<file path="config.mk">
export PLATFORM = sky130hd
export DESIGN_NAME = wiper_posreg_top
export DESIGN_NICKNAME = d
export VERILOG_FILES = /design/src/rtl/wpr_pkg.sv /design/src/rtl/wiper_step_fsm.sv /design/src/rtl/wiper_pos_reg.sv /design/src/rtl/wiper_tap_decode.sv /design/src/rtl/wiper_posreg_top.sv
export SDC_FILE = /design/constraint.sdc
export NUM_CORES = 1
export LEC_CHECK = 0
export BUFFER_PORTS_ARGS = -buffer_cell sky130_fd_sc_hd__buf_2
export CORE_ASPECT_RATIO = 1.75
export CORE_UTILIZATION = 40
export CTS_CLUSTER_DIAMETER = 150
export DETAILED_ROUTE_END_ITERATION = 10
export GPL_ROUTABILITY_DRIVEN = 0
export PLACE_DENSITY_LB_ADDON = 0.08
export SYNTH_ARGS = -nofsm -noshare
export SYNTH_HDL_FRONTEND = slang
export SYNTH_SLANG_ARGS = --single-unit
</file>
<file path="constraint.sdc">
create_clock -name clk -period 2 [get_ports clk]
set_input_delay 0.3 -clock clk [delete_from_list [all_inputs] [get_ports clk]]
set_output_delay 0.3 -clock clk [all_outputs]
set_load 0.02 [all_outputs]
</file>
<file path="src/rtl/wpr_pkg.sv">
package wpr_pkg;

    // step-mode control states
    typedef enum logic [0:0] {
        ST_IDLE = 1'b0,
        ST_STEP = 1'b1
    } step_state_e;

    // source that updates a position register in a given cycle
    typedef enum logic [1:0] {
        SRC_HOLD   = 2'd0,
        SRC_RECALL = 2'd1,
        SRC_LOAD   = 2'd2,
        SRC_STEP   = 2'd3
    } pos_src_e;

endpackage

</file>
<file path="src/rtl/wiper_step_fsm.sv">
module wiper_step_fsm
    import wpr_pkg::*;
#(
    parameter int NPOT = 2,
    parameter int SELW = 1
) (
    input  logic            clk,
    input  logic            rst_n,
    input  logic            recall_req,
    input  logic            step_start,
    input  logic [SELW-1:0] step_pot,
    input  logic            stop_det,
    input  logic            scl_rise,
    input  logic            sda_smp,
    output logic            step_active,
    output logic [NPOT-1:0] step_hit,
    output logic            step_up
);

    step_state_e     state_q, state_d;
    logic [SELW-1:0] pot_q, pot_d;
    logic            edge_ok;

    // next-state logic
    always_comb begin
        state_d = state_q;
        pot_d   = pot_q;
        unique case (state_q)
            ST_IDLE: begin
                if (!recall_req && step_start) begin
                    state_d = ST_STEP;      // T_ENTER
                    pot_d   = step_pot;
                end
            end
            ST_STEP: begin
                if (recall_req || stop_det) begin
                    state_d = ST_IDLE;      // T_EXIT
                end
            end
            default: state_d = ST_IDLE;
        endcase
    end

    // state register
    always_ff @(posedge clk or negedge rst_n) begin
        if (!rst_n) begin
            state_q <= ST_IDLE;
            pot_q   <= '0;
        end else begin
            state_q <= state_d;
            pot_q   <= pot_d;
        end
    end

    // outputs
    always_comb begin
        step_active = 1'b0;
        edge_ok     = 1'b0;
        unique case (state_q)
            ST_IDLE: begin
                step_active = 1'b0;
                edge_ok     = 1'b0;
            end
            ST_STEP: begin
                step_active = 1'b1;
                edge_ok     = scl_rise && !stop_det && !recall_req;
            end
            default: begin
                step_active = 1'b0;
                edge_ok     = 1'b0;
            end
        endcase
        step_up = sda_smp;
    end

    for (genvar p = 0; p < NPOT; p++) begin : g_hit
        assign step_hit[p] = edge_ok && (pot_q == SELW'(p));
    end

    AST_STOP_LEAVES_STEP: assert property (@(posedge clk) disable iff (!rst_n)
        (state_q == ST_STEP && stop_det) |=> (state_q == ST_IDLE));

    AST_STEP_POT_HELD: assert property (@(posedge clk) disable iff (!rst_n)
        (state_q == ST_STEP && !stop_det && !recall_req)
            |=> (state_q == ST_STEP && $stable(pot_q)));

    AST_ONE_POT_STEPS: assert property (@(posedge clk) disable iff (!rst_n)
        $onehot0(step_hit));

    AST_IDLE_NO_STEP: assert property (@(posedge clk) disable iff (!rst_n)
        (state_q == ST_IDLE) |-> (step_hit == '0));

endmodule

</file>
<file path="src/rtl/wiper_pos_reg.sv">
module wiper_pos_reg
    import wpr_pkg::*;
#(
    parameter int PW = 6
) (
    input  logic          clk,
    input  logic          rst_n,
    input  logic          recall_stb,
    input  logic [PW-1:0] recall_val,
    input  logic          load_stb,
    input  logic [PW-1:0] load_val,
    input  logic          step_hit,
    input  logic          step_up,
    output logic [PW-1:0] pos
);

    localparam logic [PW-1:0] POS_MAX = '1;
    localparam logic [PW-1:0] POS_MIN = '0;

    pos_src_e      src;
    logic [PW-1:0] pos_d;
    logic [PW-1:0] stepped;

    // priority: recall, then load, then step
    always_comb begin
        if (recall_stb)      src = SRC_RECALL;
        else if (load_stb)   src = SRC_LOAD;
        else if (step_hit)   src = SRC_STEP;
        else                 src = SRC_HOLD;
    end

    always_comb begin
        if (step_up) stepped = (pos == POS_MAX) ? pos : pos + 1'b1;
        else         stepped = (pos == POS_MIN) ? pos : pos - 1'b1;
    end

    always_comb begin
        unique case (src)
            SRC_RECALL: pos_d = recall_val;
            SRC_LOAD:   pos_d = load_val;
            SRC_STEP:   pos_d = stepped;
            SRC_HOLD:   pos_d = pos;
            default:    pos_d = pos;
        endcase
    end

    always_ff @(posedge clk or negedge rst_n) begin
        if (!rst_n) pos <= '0;
        else        pos <= pos_d;
    end

    AST_LOAD_WINS: assert property (@(posedge clk) disable iff (!rst_n)
        (load_stb && !recall_stb) |=> (pos == $past(load_val)));

    AST_SAT_TOP: assert property (@(posedge clk) disable iff (!rst_n)
        (step_hit && step_up && !load_stb && !recall_stb && pos == POS_MAX)
            |=> (pos == POS_MAX));

    AST_SAT_BOTTOM: assert property (@(posedge clk) disable iff (!rst_n)
        (step_hit && !step_up && !load_stb && !recall_stb && pos == POS_MIN)
            |=> (pos == POS_MIN));

    AST_STEP_UP_ONE: assert property (@(posedge clk) disable iff (!rst_n)
        (step_hit && step_up && !load_stb && !recall_stb && pos != POS_MAX)
            |=> (pos == $past(pos) + 1'b1));

    AST_STEP_DN_ONE: assert property (@(posedge clk) disable iff (!rst_n)
        (step_hit && !step_up && !load_stb && !recall_stb && pos != POS_MIN)
            |=> (pos == $past(pos) - 1'b1));

    AST_QUIET_HOLDS: assert property (@(posedge clk) disable iff (!rst_n)
        (!step_hit && !load_stb && !recall_stb) |=> $stable(pos));

endmodule

</file>
<file path="src/rtl/wiper_tap_decode.sv">
module wiper_tap_decode #(
    parameter int PW   = 6,
    parameter int TAPS = 1 << PW
) (
    input  logic [PW-1:0]   pos,
    output logic [TAPS-1:0] taps
);

    for (genvar k = 0; k < TAPS; k++) begin : g_tap
        assign taps[k] = (pos == PW'(k));
    end

endmodule

</file>
<file path="src/rtl/wiper_posreg_top.sv">
module wiper_posreg_top
    import wpr_pkg::*;
#(
    parameter int NPOT = 2,
    parameter int PW   = 6,
    localparam int TAPS = 1 << PW,
    localparam int SELW = (NPOT > 1) ? $clog2(NPOT) : 1
) (
    input  logic                 clk,
    input  logic                 rst_n,
    input  logic                 recall_req,
    input  logic [NPOT*PW-1:0]   recall_pos,
    input  logic                 wr_stb,
    input  logic [SELW-1:0]      wr_pot,
    input  logic [PW-1:0]        wr_pos,
    input  logic                 xfr_stb,
    input  logic [NPOT-1:0]      xfr_mask,
    input  logic [NPOT*PW-1:0]   xfr_pos,
    input  logic                 step_start,
    input  logic [SELW-1:0]      step_pot,
    input  logic                 stop_det,
    input  logic                 scl_rise,
    input  logic                 sda_smp,
    output logic [NPOT*PW-1:0]   pos_out,
    output logic [NPOT*TAPS-1:0] tap_sel,
    output logic                 step_active
);

    logic [NPOT-1:0] step_hit;
    logic            step_up;

    wiper_step_fsm #(.NPOT(NPOT), .SELW(SELW)) u_fsm (
        .clk        (clk),
        .rst_n      (rst_n),
        .recall_req (recall_req),
        .step_start (step_start),
        .step_pot   (step_pot),
        .stop_det   (stop_det),
        .scl_rise   (scl_rise),
        .sda_smp    (sda_smp),
        .step_active(step_active),
        .step_hit   (step_hit),
        .step_up    (step_up)
    );

    for (genvar p = 0; p < NPOT; p++) begin : g_pot
        logic          wr_hit, xfr_hit, load_stb;
        logic [PW-1:0] load_val;

        assign wr_hit   = wr_stb && (wr_pot == SELW'(p));
        assign xfr_hit  = xfr_stb && xfr_mask[p];
        assign load_stb = wr_hit || xfr_hit;
        assign load_val = wr_hit ? wr_pos : xfr_pos[p*PW +: PW];

        wiper_pos_reg #(.PW(PW)) u_reg (
            .clk       (clk),
            .rst_n     (rst_n),
            .recall_stb(recall_req),
            .recall_val(recall_pos[p*PW +: PW]),
            .load_stb  (load_stb),
            .load_val  (load_val),
            .step_hit  (step_hit[p]),
            .step_up   (step_up),
            .pos       (pos_out[p*PW +: PW])
        );

        wiper_tap_decode #(.PW(PW), .TAPS(TAPS)) u_dec (
            .pos (pos_out[p*PW +: PW]),
            .taps(tap_sel[p*TAPS +: TAPS])
        );

        AST_ONE_TAP_ON: assert property (@(posedge clk) disable iff (!rst_n)
            $countones(tap_sel[p*TAPS +: TAPS]) == 1);

        AST_WRITE_OVER_XFR: assert property (@(posedge clk) disable iff (!rst_n)
            (wr_hit && xfr_hit && !recall_req) |=> (pos_out[p*PW +: PW] == $past(wr_pos)));
    end

    AST_RECALL_ALL: assert property (@(posedge clk) disable iff (!rst_n)
        recall_req |=> (pos_out == $past(recall_pos) && !step_active));

    AST_ENTER_STEP: assert property (@(posedge clk) disable iff (!rst_n)
        (!step_active && step_start && !recall_req) |=> step_active);

endmodule

</file>
==> impl_metrics.yaml, run 1 <==
synth:
  synth_edf_count: 0
  synthFlopType: "dfrtp_1"
  syn_area_um2: 2226
  yosysSeqAreaShare: 0.1574
  synth.net_count: 424
  ys_ff_latch: 14
  synth_warnings: 0
  synth.avg_cell_area_um2: 5.984
  synth_cell_types: 53
  syn_inst: 372
  async_reset_ff_frac: 1.000
global_routing:
  antenna_found_initial: 0
  grt_pass1_vias: 2876
  overflow: 0
  grt_max_degree: 17
  track_usage: 0.2916
  grt_pass1_wl_um: 13360
sta:
  relSlewSlack: 0.5798
  hold_slack_ns: 0.2963
  finalMaxSlewViolations: 0
  fmax_ghz: 0.5199
  skew_ns: 0.009987
  setup_tns_ns: 0
  finalSetupViolCount: 0
  hold_viol: 0
  period_minus_slack_ns: 1.924
  timing.final.crit_share: 0.9618
  worstMarginPinSlew_ns: 0.6303
  rsz0062_at_grt: "no"
setup_path:
  cp-end-kind: "primary output"
  r2r.worst_path.cells: 6
  startpoint_type: "flop"
  required_ns: 1.70
  criticalPathCategory: "flop to primary output"
  crit_arrival_ns: 1.62
  cp_max_fo: 16
  reg2reg_to: "g_pot[0].u_reg.pos[4]$_DFFE_PN0P_"
  worstReg2RegStart: "g_pot[0].u_reg.pos[0]$_DFFE_PN0P_"
  r2r_slack_ns: 0.09
detailed_routing:
  firstDrtPassIters: 5
  avgViaCountPerCell: 5.251
  drtIter0Drc: 115
  drc: 0
  vias: 3261
  ant_nets: 0
  wl_per_cell_um: 14.70
  route.final.wire_length_um: 9128
cts:
  cts_root_buf: "clkbuf_8"
  cts_sinks: 14
  clk_pin_slew_worst_paths_ns: 0.07
  max-clock-path-buffers: 2
  clk_latency_ns: 0.25
  post_cts_buffers: 0
  ctsHtreeMaxLevel: 1
  cts_buffers: 3
  cts_tree: "built"
placed_design:
  io_buffer_count: 183
  dpl.hpwl_um: 7333
flow_run:
  cap_violations: 0
min_path:
  hp-class: "primary input to flop"
  hold_start: "recall_pos[2]"
  worstHoldPathCells: 3
  holdPathEnd: "g_pot[0].u_reg.pos[2]$_DFFE_PN0P_"
power:
  total_power_w: 0.001591
  max-vdd-ir-drop_v: 0.0005003
  leakage_nw: 1.802
  power_density_nw_per_um2: 487.3
layout:
  drive_gt1_frac: 0.4150
  nNetsFinal: 600
  syn_to_final_growth_pct: 46.71
  num_antenna_cells: 0
  num-fill-cells: 537
floorplanning:
  dieArea_um2: 5879
  initial_utilization: 0.4201
  coreArea_um2: 5299
  num_rows: 35
  die_x_um: 58.39
  ios: 184
  die_h_um: 100.7
run_status:
  status: "complete, no violations"
[what timing repair did]
| item | in CTS | in global routing |
|---|---|---|
| hold buffers | 1 | 0 |
| setup endpoints to repair | 0 | 39 |
| hold endpoints to repair | 14 | 0 |
| resized for setup | 0 | 10 |
[cell usage in the layout, fill, tap and decap left out, types with 4 or more instances in the layout]
cell type | netlist | layout
a21oi_1 | 16 | 16
buf_2 | 5 | 183
mux2_2 | 4 | 4
ha_1 | 9 | 9
nor2b_1 | 4 | 4
clkbuf_8 | 0 | 4
inv_1 | 7 | 6
a2bb2oi_1 | 4 | 4
buf_4 | 1 | 15
xnor2_1 | 4 | 4
nor2_1 | 151 | 151
or4_1 | 4 | 4
dfrtp_1 | 14 | 10
nand3_1 | 8 | 8
and3_1 | 4 | 4
nand2b_1 | 7 | 4
nor3_1 | 5 | 5
nand2_1 | 50 | 50
a31oi_1 | 4 | 4
dfrtp_2 | 0 | 4
[area by class of cell]
class                   instances  area [um^2]  share of cell area
multi-input cells             323         1698              0.5199
flip-flops and latches         14        355.3              0.1088
clock buffers                   4        55.05             0.01686
well taps                      74        92.59             0.02835
repair buffers                199         1039              0.3180
inverters                       7        26.28            0.008046
[report_power, final]
part           leakage, nW  switching, W  total, W  internal [W]
clock               0.0288      0.000112  0.000287      0.000175
combinational         1.62      0.000581  0.000892      0.000311
sequential           0.158     0.0000901  0.000413      0.000323
[state kept, by name, indices dropped and copies added, names as in the netlist]
register,cells
g_pot.u_reg.pos,12
u_fsm.pot_q,1
u_fsm.state_q,1
[worst max-delay path: stages (launching register included)]
cell,delay (ns)
dfrtp_1,0.44
buf_4,0.18
or2_2,0.42
nor2_1,0.15
buf_2,0.18
[layer usage]
layer,global-route usage,up-vias,part of all wire
li1,-,1587,-
met1,0.2962,1474,0.36
met2,0.5623,173,0.54
met3,0.04750,27,0.059
met4,0.1245,0,0.034
met5,0,-,0
[cells by family (layout without fill, tap and decap cells)]
family	after synthesis	in the layout	share of synthesized area
and+or+nand+nor	252	252	0.4958
AOI/OAI and AO/OA	51	51	0.1630
buffers and inverters	35	210	0.08431
DFF	14	14	0.1574
adders and majority gates	9	9	0.05059
muxes	6	6	0.02923
xor gates and xnor gates	5	5	0.01967
[stage by stage]
step | utilization | std cells | area [um^2] | setup slack [ns]
final | 0.6163 | 621 | 3266 | 0.07649
after global routing | 0.6163 | 621 | 3266 | 0.003543
after CTS | 0.6135 | 621 | 3251 | 0.007009
after detailed placement | 0.6012 | 616 | 3186 | 0.03762
after global placement | 0.6012 | 616 | 3186 | 0.1017
after floorplan | - | 372 | 2226 | 0.09670
[Yosys cell counts (3+ instances only)]
cell type | number | area [um^2]
a21oi_1 | 16 | 80.08
dfrtp_1 | 14 | 350.3
o21bai_1 | 3 | 22.52
nand2_1 | 50 | 187.7
a2bb2oi_1 | 4 | 35.03
nand2b_1 | 7 | 43.79
ha_1 | 9 | 112.6
nor3_1 | 5 | 25.02
mux2_2 | 4 | 45.04
nand4_1 | 3 | 18.77
a31oi_1 | 4 | 25.02
or2_2 | 3 | 18.77
nand3_1 | 8 | 40.04
inv_1 | 7 | 26.28
buf_2 | 5 | 25.02
nor2_1 | 151 | 566.8
a22oi_1 | 3 | 22.52
nor2b_1 | 4 | 25.02
and3_1 | 4 | 25.02
xnor2_1 | 4 | 35.03
buf_6 | 6 | 67.56
or4_1 | 4 | 30.03
o211ai_1 | 3 | 22.52
clkbuf_1 | 15 | 56.30
[worst max-delay path by stage]
stage	startpoint	to	slack [ns]	cells past startpoint
after floorplan	g_pot[0].u_reg.pos[0]$_DFFE_PN0P_	g_pot[0].u_reg.pos[3]$_DFFE_PN0P_	0.1	8
after global routing	g_pot[0].u_reg.pos[0]$_DFFE_PN0P_	g_pot[0].u_reg.pos[4]$_DFFE_PN0P_	0.004	6
after CTS	g_pot[1].u_reg.pos[0]$_DFFE_PN0P_	tap_sel[104]	0.007	6
after detailed placement	g_pot[1].u_reg.pos[0]$_DFFE_PN0P_	g_pot[1].u_reg.pos[3]$_DFFE_PN0P_	0.04	7
final	g_pot[1].u_reg.pos[4]$_DFFE_PN0P_	tap_sel[64]	0.08	4
after global placement	g_pot[1].u_reg.pos[0]$_DFFE_PN0P_	g_pot[1].u_reg.pos[3]$_DFFE_PN0P_	0.10	7
Power figures use the tool's default switching activity.
==> run 2, diff against run 1 <==
==> constraint.sdc (replaced) <==
create_clock -name clk -period 2.02 [get_ports clk]
set_input_delay 0.303 -clock clk [delete_from_list [all_inputs] [get_ports clk]]
set_output_delay 0.303 -clock clk [all_outputs]
set_load 0.02 [all_outputs]
==> impl_metrics.yaml, run 2 (synthesis results as in run 1) <==
power:
  swShare: 0.5051
  p_switching_w: 0.0007695
  power_density_nw_per_um2: 469.7
  leakage_nw: 1.795
  combPwrFrac: 0.575
  p_clk_frac: 0.160
  p_int_w: 0.0007539
  seqPwrFrac: 0.265
  max-vdd-ir-drop_v: 0.0002925
min_path:
  holdPathEnd: "u_fsm.pot_q$_DFFE_PN0P_"
  hold_start: "step_pot"
  worstHoldPathCells: 3
  hp-class: "primary input to flop"
floorplanning:
  die_x_um: 58.39
  die_h_um: 100.7
  coreArea_um2: 5299
  initial_utilization: 0.4201
  dieArea_um2: 5879
  num_rows: 35
  ios: 184
layout:
  largest_register_ffs: 12
  syn_to_final_growth_pct: 45.70
  regMostFlops: "g_pot.u_reg.pos"
  reg.largest.list: "g_pot.u_reg.pos (12), u_fsm.pot_q (1), u_fsm.state_q (1)"
  final_cell_mix: "183 x buf_2, 151 x nor2_1, 50 x nand2_1"
  layout.cells.non_filler: 619
  num-fill-cells: 569
  utilization: 0.6120
  nNetsFinal: 599
  drive_gt1_frac: 0.4037
  mostFrequentLayoutCell: "buf_2"
  num_antenna_cells: 0
  fin_area_um2: 3243
setup_path:
  crit_family: "simple AND/OR/NAND/NOR gates"
  critPathSlowestCell: "dfrtp_1"
  crit_chain: "nor2b_1, nand2_1, nor2_1, buf_2"
  cp_max_fo: 11
  criticalPathCategory: "flop to primary output"
  startpoint_type: "flop"
  max_stage_delay_ns: 0.60
  r2r_slack_ns: 0.11
  reg2reg_to: "g_pot[0].u_reg.pos[4]$_DFFE_PN0P_"
  required_ns: 1.72
  worstReg2RegStart: "g_pot[0].u_reg.pos[0]$_DFFE_PN0P_"
  cp.buffers_inverters: 1
  crit_arrival_ns: 1.64
  cp-end-kind: "primary output"
  r2r.worst_path.cells: 6
sta:
  rsz0062_at_grt: "no"
  finalMaxSlewViolations: 0
  setup_ws_ns: 0.08014
  worstMarginPinSlew_ns: 0.6199
  finalSetupViolCount: 0
  setup_tns_ns: 0
  fmax_ghz: 0.5155
  period_minus_slack_ns: 1.940
  skew_ns: 0.005384
  timing.final.crit_share: 0.9603
  hold_viol: 0
  relSlewSlack: 0.5868
placed_design:
  dpl_cell_area_um2: 3178
  place_inst: 615
  dpl.hpwl_um: 7401
  io_buffer_count: 183
  dp_slack_ns: 0.03029
flow_run:
  cap_violations: 0
cts:
  cts_sinks: 14
  cts_root_buf: "clkbuf_8"
  clk_pin_slew_worst_paths_ns: 0.07
  ctsHtreeMaxLevel: 1
  cts_buffers: 3
  cts_tree: "built"
  post_cts_buffers: 0
  clk_latency_ns: 0.25
  max-clock-path-buffers: 2
detailed_routing:
  avgViaCountPerCell: 5.221
  route.final.wire_length_um: 9115
  wl_per_cell_um: 14.73
  drc: 0
  firstDrtPassIters: 4
  ant_nets: 0
  vias: 3232
  drtIter0Drc: 178
global_routing:
  track_usage: 0.2908
  antenna_found_initial: 0
  grt_pass1_vias: 2893
  grt_pass1_wl_um: 13500
  grt_max_degree: 17
  overflow: 0
run_status:
  status: "complete, no violations"
==> run 2: changes by cell type in the layout (fill, tap and decap cells not counted) <==
cell | previous run | this run
buf_4 | 15 | 14
clkbuf_8 | 4 | 3
dfrtp_1 | 10 | 12
dfrtp_2 | 4 | 2
nand2b_1 | 4 | 7
nand2b_2 | 3 | 0
nor4b_2 | 1 | 0
nor4b_4 | 0 | 1
==> run 2: final cells by class <==
type	instances	area [um^2]	share of cell area
Tap cell	74	92.59	0.02855
Timing Repair Buffer	198	1031	0.3179
Inverter	7	26.28	0.008102
Sequential cell	14	352.8	0.1088
Clock buffer	3	41.29	0.01273
Multi-Input combinational cell	323	1699	0.5239
==> run 2: tightest hold or removal path: cells and delay by family <==
family,cells,cell delay (ns)
simple gates,1,0.04
compound gates,1,0.08
buf+inv,1,0.08
==> run 2: repair_timing <==
item / 4_1_cts / 5_1_grt
gates resized for setup: 1 / 5
gates cloned: 0 / 0
endpoints found under the setup margin: 2 / 23
pin swaps: 0 / 1
hold buffers: 1 / 0
endpoints found under the hold margin: 14 / 0
==> run 2: worst max-delay path by stage <==
stage	startpoint	to	slack, ns	cells after the start
3_3_place_gp	g_pot[0].u_reg.pos[0]$_DFFE_PN0P_	g_pot[0].u_reg.pos[4]$_DFFE_PN0P_	0.10	6
3_5_place_dp	g_pot[0].u_reg.pos[0]$_DFFE_PN0P_	g_pot[0].u_reg.pos[4]$_DFFE_PN0P_	0.03	6
5_1_grt	g_pot[0].u_reg.pos[0]$_DFFE_PN0P_	g_pot[0].u_reg.pos[4]$_DFFE_PN0P_	0.005	6
6_report	g_pot[0].u_reg.pos[2]$_DFFE_PN0P_	tap_sel[36]	0.08	4
4_1_cts	g_pot[0].u_reg.pos[0]$_DFFE_PN0P_	g_pot[0].u_reg.pos[4]$_DFFE_PN0P_	0.01	6
2_1_floorplan	g_pot[0].u_reg.pos[0]$_DFFE_PN0P_	g_pot[0].u_reg.pos[3]$_DFFE_PN0P_	0.12	8
==> run 2: power groups by stage <==
stage	registers [W]	logic (W)	clock network [W]
CTS	0.000399	0.000869	0.000239
finish	0.000404	0.000876	0.000243
global route	0.000412	0.000946	0.000250
floorplan	0.000408	0.000576	0
global placement	0.000403	0.000858	0
detailed placement	0.000404	0.000864	0
==> run 2: per-layer routing <==
metal / routed length [um] / track usage / share of wire
met4: 354 / 0.1410 / 0.039
met2: 4802 / 0.5455 / 0.53
met3: 566 / 0.03851 / 0.062
met1: 3392 / 0.3073 / 0.37
met5: 0 / 0 / 0
==> run 2: metrics by stage <==
step	hold slack (ns)	power (W)
after global routing	0.2893	0.001608
after CTS	0.2749	0.001507
final	0.3002	0.001523
after global placement	0.2278	0.001261
after floorplan	0.007409	0.0009841
after detailed placement	0.2364	0.001268
==> run 3, diff against run 2 <==
--- a/config.mk
+++ b/config.mk
@@ -11,6 +11,7 @@
 export CTS_CLUSTER_DIAMETER = 150
 export DETAILED_ROUTE_END_ITERATION = 10
 export GPL_ROUTABILITY_DRIVEN = 0
+export GPL_TIMING_DRIVEN = 0
 export PLACE_DENSITY_LB_ADDON = 0.08
 export SYNTH_ARGS = -nofsm -noshare
 export SYNTH_HDL_FRONTEND = slang
==> impl_metrics.yaml, run 3 (synthesis results as in run 1) <==
cts:
  cts_root_buf: "clkbuf_8"
  cts_sinks: 14
  cts_buffers: 3
  ctsHtreeMaxLevel: 1
  cts_tree: "built"
  clk_latency_ns: 0.26
  max-clock-path-buffers: 2
  clk_pin_slew_worst_paths_ns: 0.06
sta:
  hold_viol: 0
  worstMarginPinSlew_ns: 0.5386
  setup_ws_ns: 0.08546
  finalSetupViolCount: 0
  timing.final.crit_share: 0.9577
  skew_ns: 0.004064
  relSlewSlack: 0.6363
  fmax_ghz: 0.5169
  hold_slack_ns: 0.2819
  period_minus_slack_ns: 1.935
  finalMaxSlewViolations: 0
layout:
  syn_to_final_growth_pct: 49.47
  regMostFlops: "g_pot.u_reg.pos"
  reg.largest.list: "g_pot.u_reg.pos (12), u_fsm.pot_q (1), u_fsm.state_q (1)"
  drive_gt1_frac: 0.4141
  num_antenna_cells: 0
  mostFrequentLayoutCell: "buf_2"
  layout.cells.non_filler: 627
  final_cell_mix: "188 x buf_2, 150 x nor2_1, 50 x nand2_1"
  fin_area_um2: 3327
  largest_register_ffs: 12
  nNetsFinal: 606
floorplanning:
  coreArea_um2: 5299
  die_h_um: 100.7
  dieArea_um2: 5879
  num_rows: 35
  initial_utilization: 0.4201
  ios: 184
  die_x_um: 58.39
power:
  leakage_nw: 1.821
  power_density_nw_per_um2: 476.4
  max-vdd-ir-drop_v: 0.0004609
  total_power_w: 0.001585
detailed_routing:
  vias: 3259
  wl_per_cell_um: 13.78
  avgViaCountPerCell: 5.198
  drtIter0Drc: 108
  drc: 0
  route.final.wire_length_um: 8638
  firstDrtPassIters: 5
  ant_nets: 0
placed_design:
  dp_slack_ns: -0.06801
  dpl.hpwl_um: 7163
  dpl_cell_area_um2: 3224
  io_buffer_count: 181
  place_inst: 627
global_routing:
  track_usage: 0.2802
  grt_pass1_wl_um: 12980
  antenna_found_initial: 0
  overflow: 0
  grt_max_degree: 15
  grt_pass1_vias: 2928
min_path:
  hp-class: "primary input to flop"
  hold_start: "step_pot"
setup_path:
  worstReg2RegStart: "g_pot[1].u_reg.pos[1]$_DFFE_PN0P_"
  path_common_cell: "buf_2"
  crit_chain: "buf_2, nand2b_1, clkbuf_1, buf_2, nor2_1, buf_2"
  critPathSlowestCell: "dfrtp_1"
  max_stage_delay_ns: 0.37
  criticalPathCategory: "flop to primary output"
  crit_arrival_ns: 1.63
  crit_start: "g_pot[0].u_reg.pos[4]$_DFFE_PN0P_"
  startpoint_type: "flop"
  cp-end-kind: "primary output"
  cp_max_fo: 10
  required_ns: 1.72
flow_run:
  cap_violations: 0
run_status:
  status: "complete, no violations"
==> run 3: cell types whose count changed in the layout (fill, tap and decap cells not counted), sizes merged <==
cell / change
clkbuf: +10
buf: -2
==> run 3: final timing paths <==
check                                                    end  slack (ns)  cells after the start
max reg2reg                g_pot[1].u_reg.pos[4]$_DFFE_PN0P_        0.09                      7
max                                              tap_sel[26]        0.09                      6
max in group asynchronous  g_pot[0].u_reg.pos[0]$_DFFE_PN0P_        1.28                      2
min in group asynchronous  g_pot[0].u_reg.pos[1]$_DFFE_PN0P_        0.47                      2
min reg2reg                          u_fsm.state_q$_DFF_PN0_        0.61                      2
min                                  u_fsm.pot_q$_DFFE_PN0P_        0.28                      3
==> run 3: final cells by class <==
cell class              count  area [um^2]
plain buffers              23        163.9
clock buffers               4        55.05
fillers                   535         1972
inverters                   7        26.28
multi-input cells         323         1722
flip-flops and latches     14        351.6
well taps                  74        92.59
repair buffers            182        915.9
==> run 3: what timing repair did <==
item / CTS / global route
buffers inserted: 0 / 0
hold buffers: 1 / 0
setup endpoints to repair: 66 / 75
hold endpoints to repair: 14 / 0
resized for setup: 11 / 15
==> run 3: through the flow <==
step / TNS [ns] / util
floorplan: 0 / -
global placement: -0.06472 / 0.6085
detailed placement: -0.2106 / 0.6085
CTS: 0 / 0.6236
global route: -0.003692 / 0.6279
finish: 0 / 0.6279
==> run 3: where the power goes <==
part | total, W | internal (W) | switching (W)
Clock | 0.000285 | 0.000173 | 0.000112
Combinational | 0.000920 | 0.000325 | 0.000595
Sequential | 0.000380 | 0.000318 | 0.0000622
Total | 0.00159 | 0.000816 | 0.000769
==> run 3: layer usage <==
| metal | GRT usage | routed length (um) | vias to the layer above | share of wire |
|---|---|---|---|---|
| met5 | 0 | 0 | - | 0 |
| met2 | 0.5561 | 4713 | 156 | 0.55 |
| met4 | 0.09707 | 221 | 0 | 0.026 |
| li1 | - | - | 1604 | - |
| met3 | 0.04108 | 480 | 23 | 0.056 |
| met1 | 0.2830 | 3223 | 1476 | 0.37 |
==> run 3: critical path: cells and delay by family, from the launching register on <==
kind          cells  cell delay [ns]
buf+inv           4             0.86
flops             1             0.37
simple gates      2             0.15
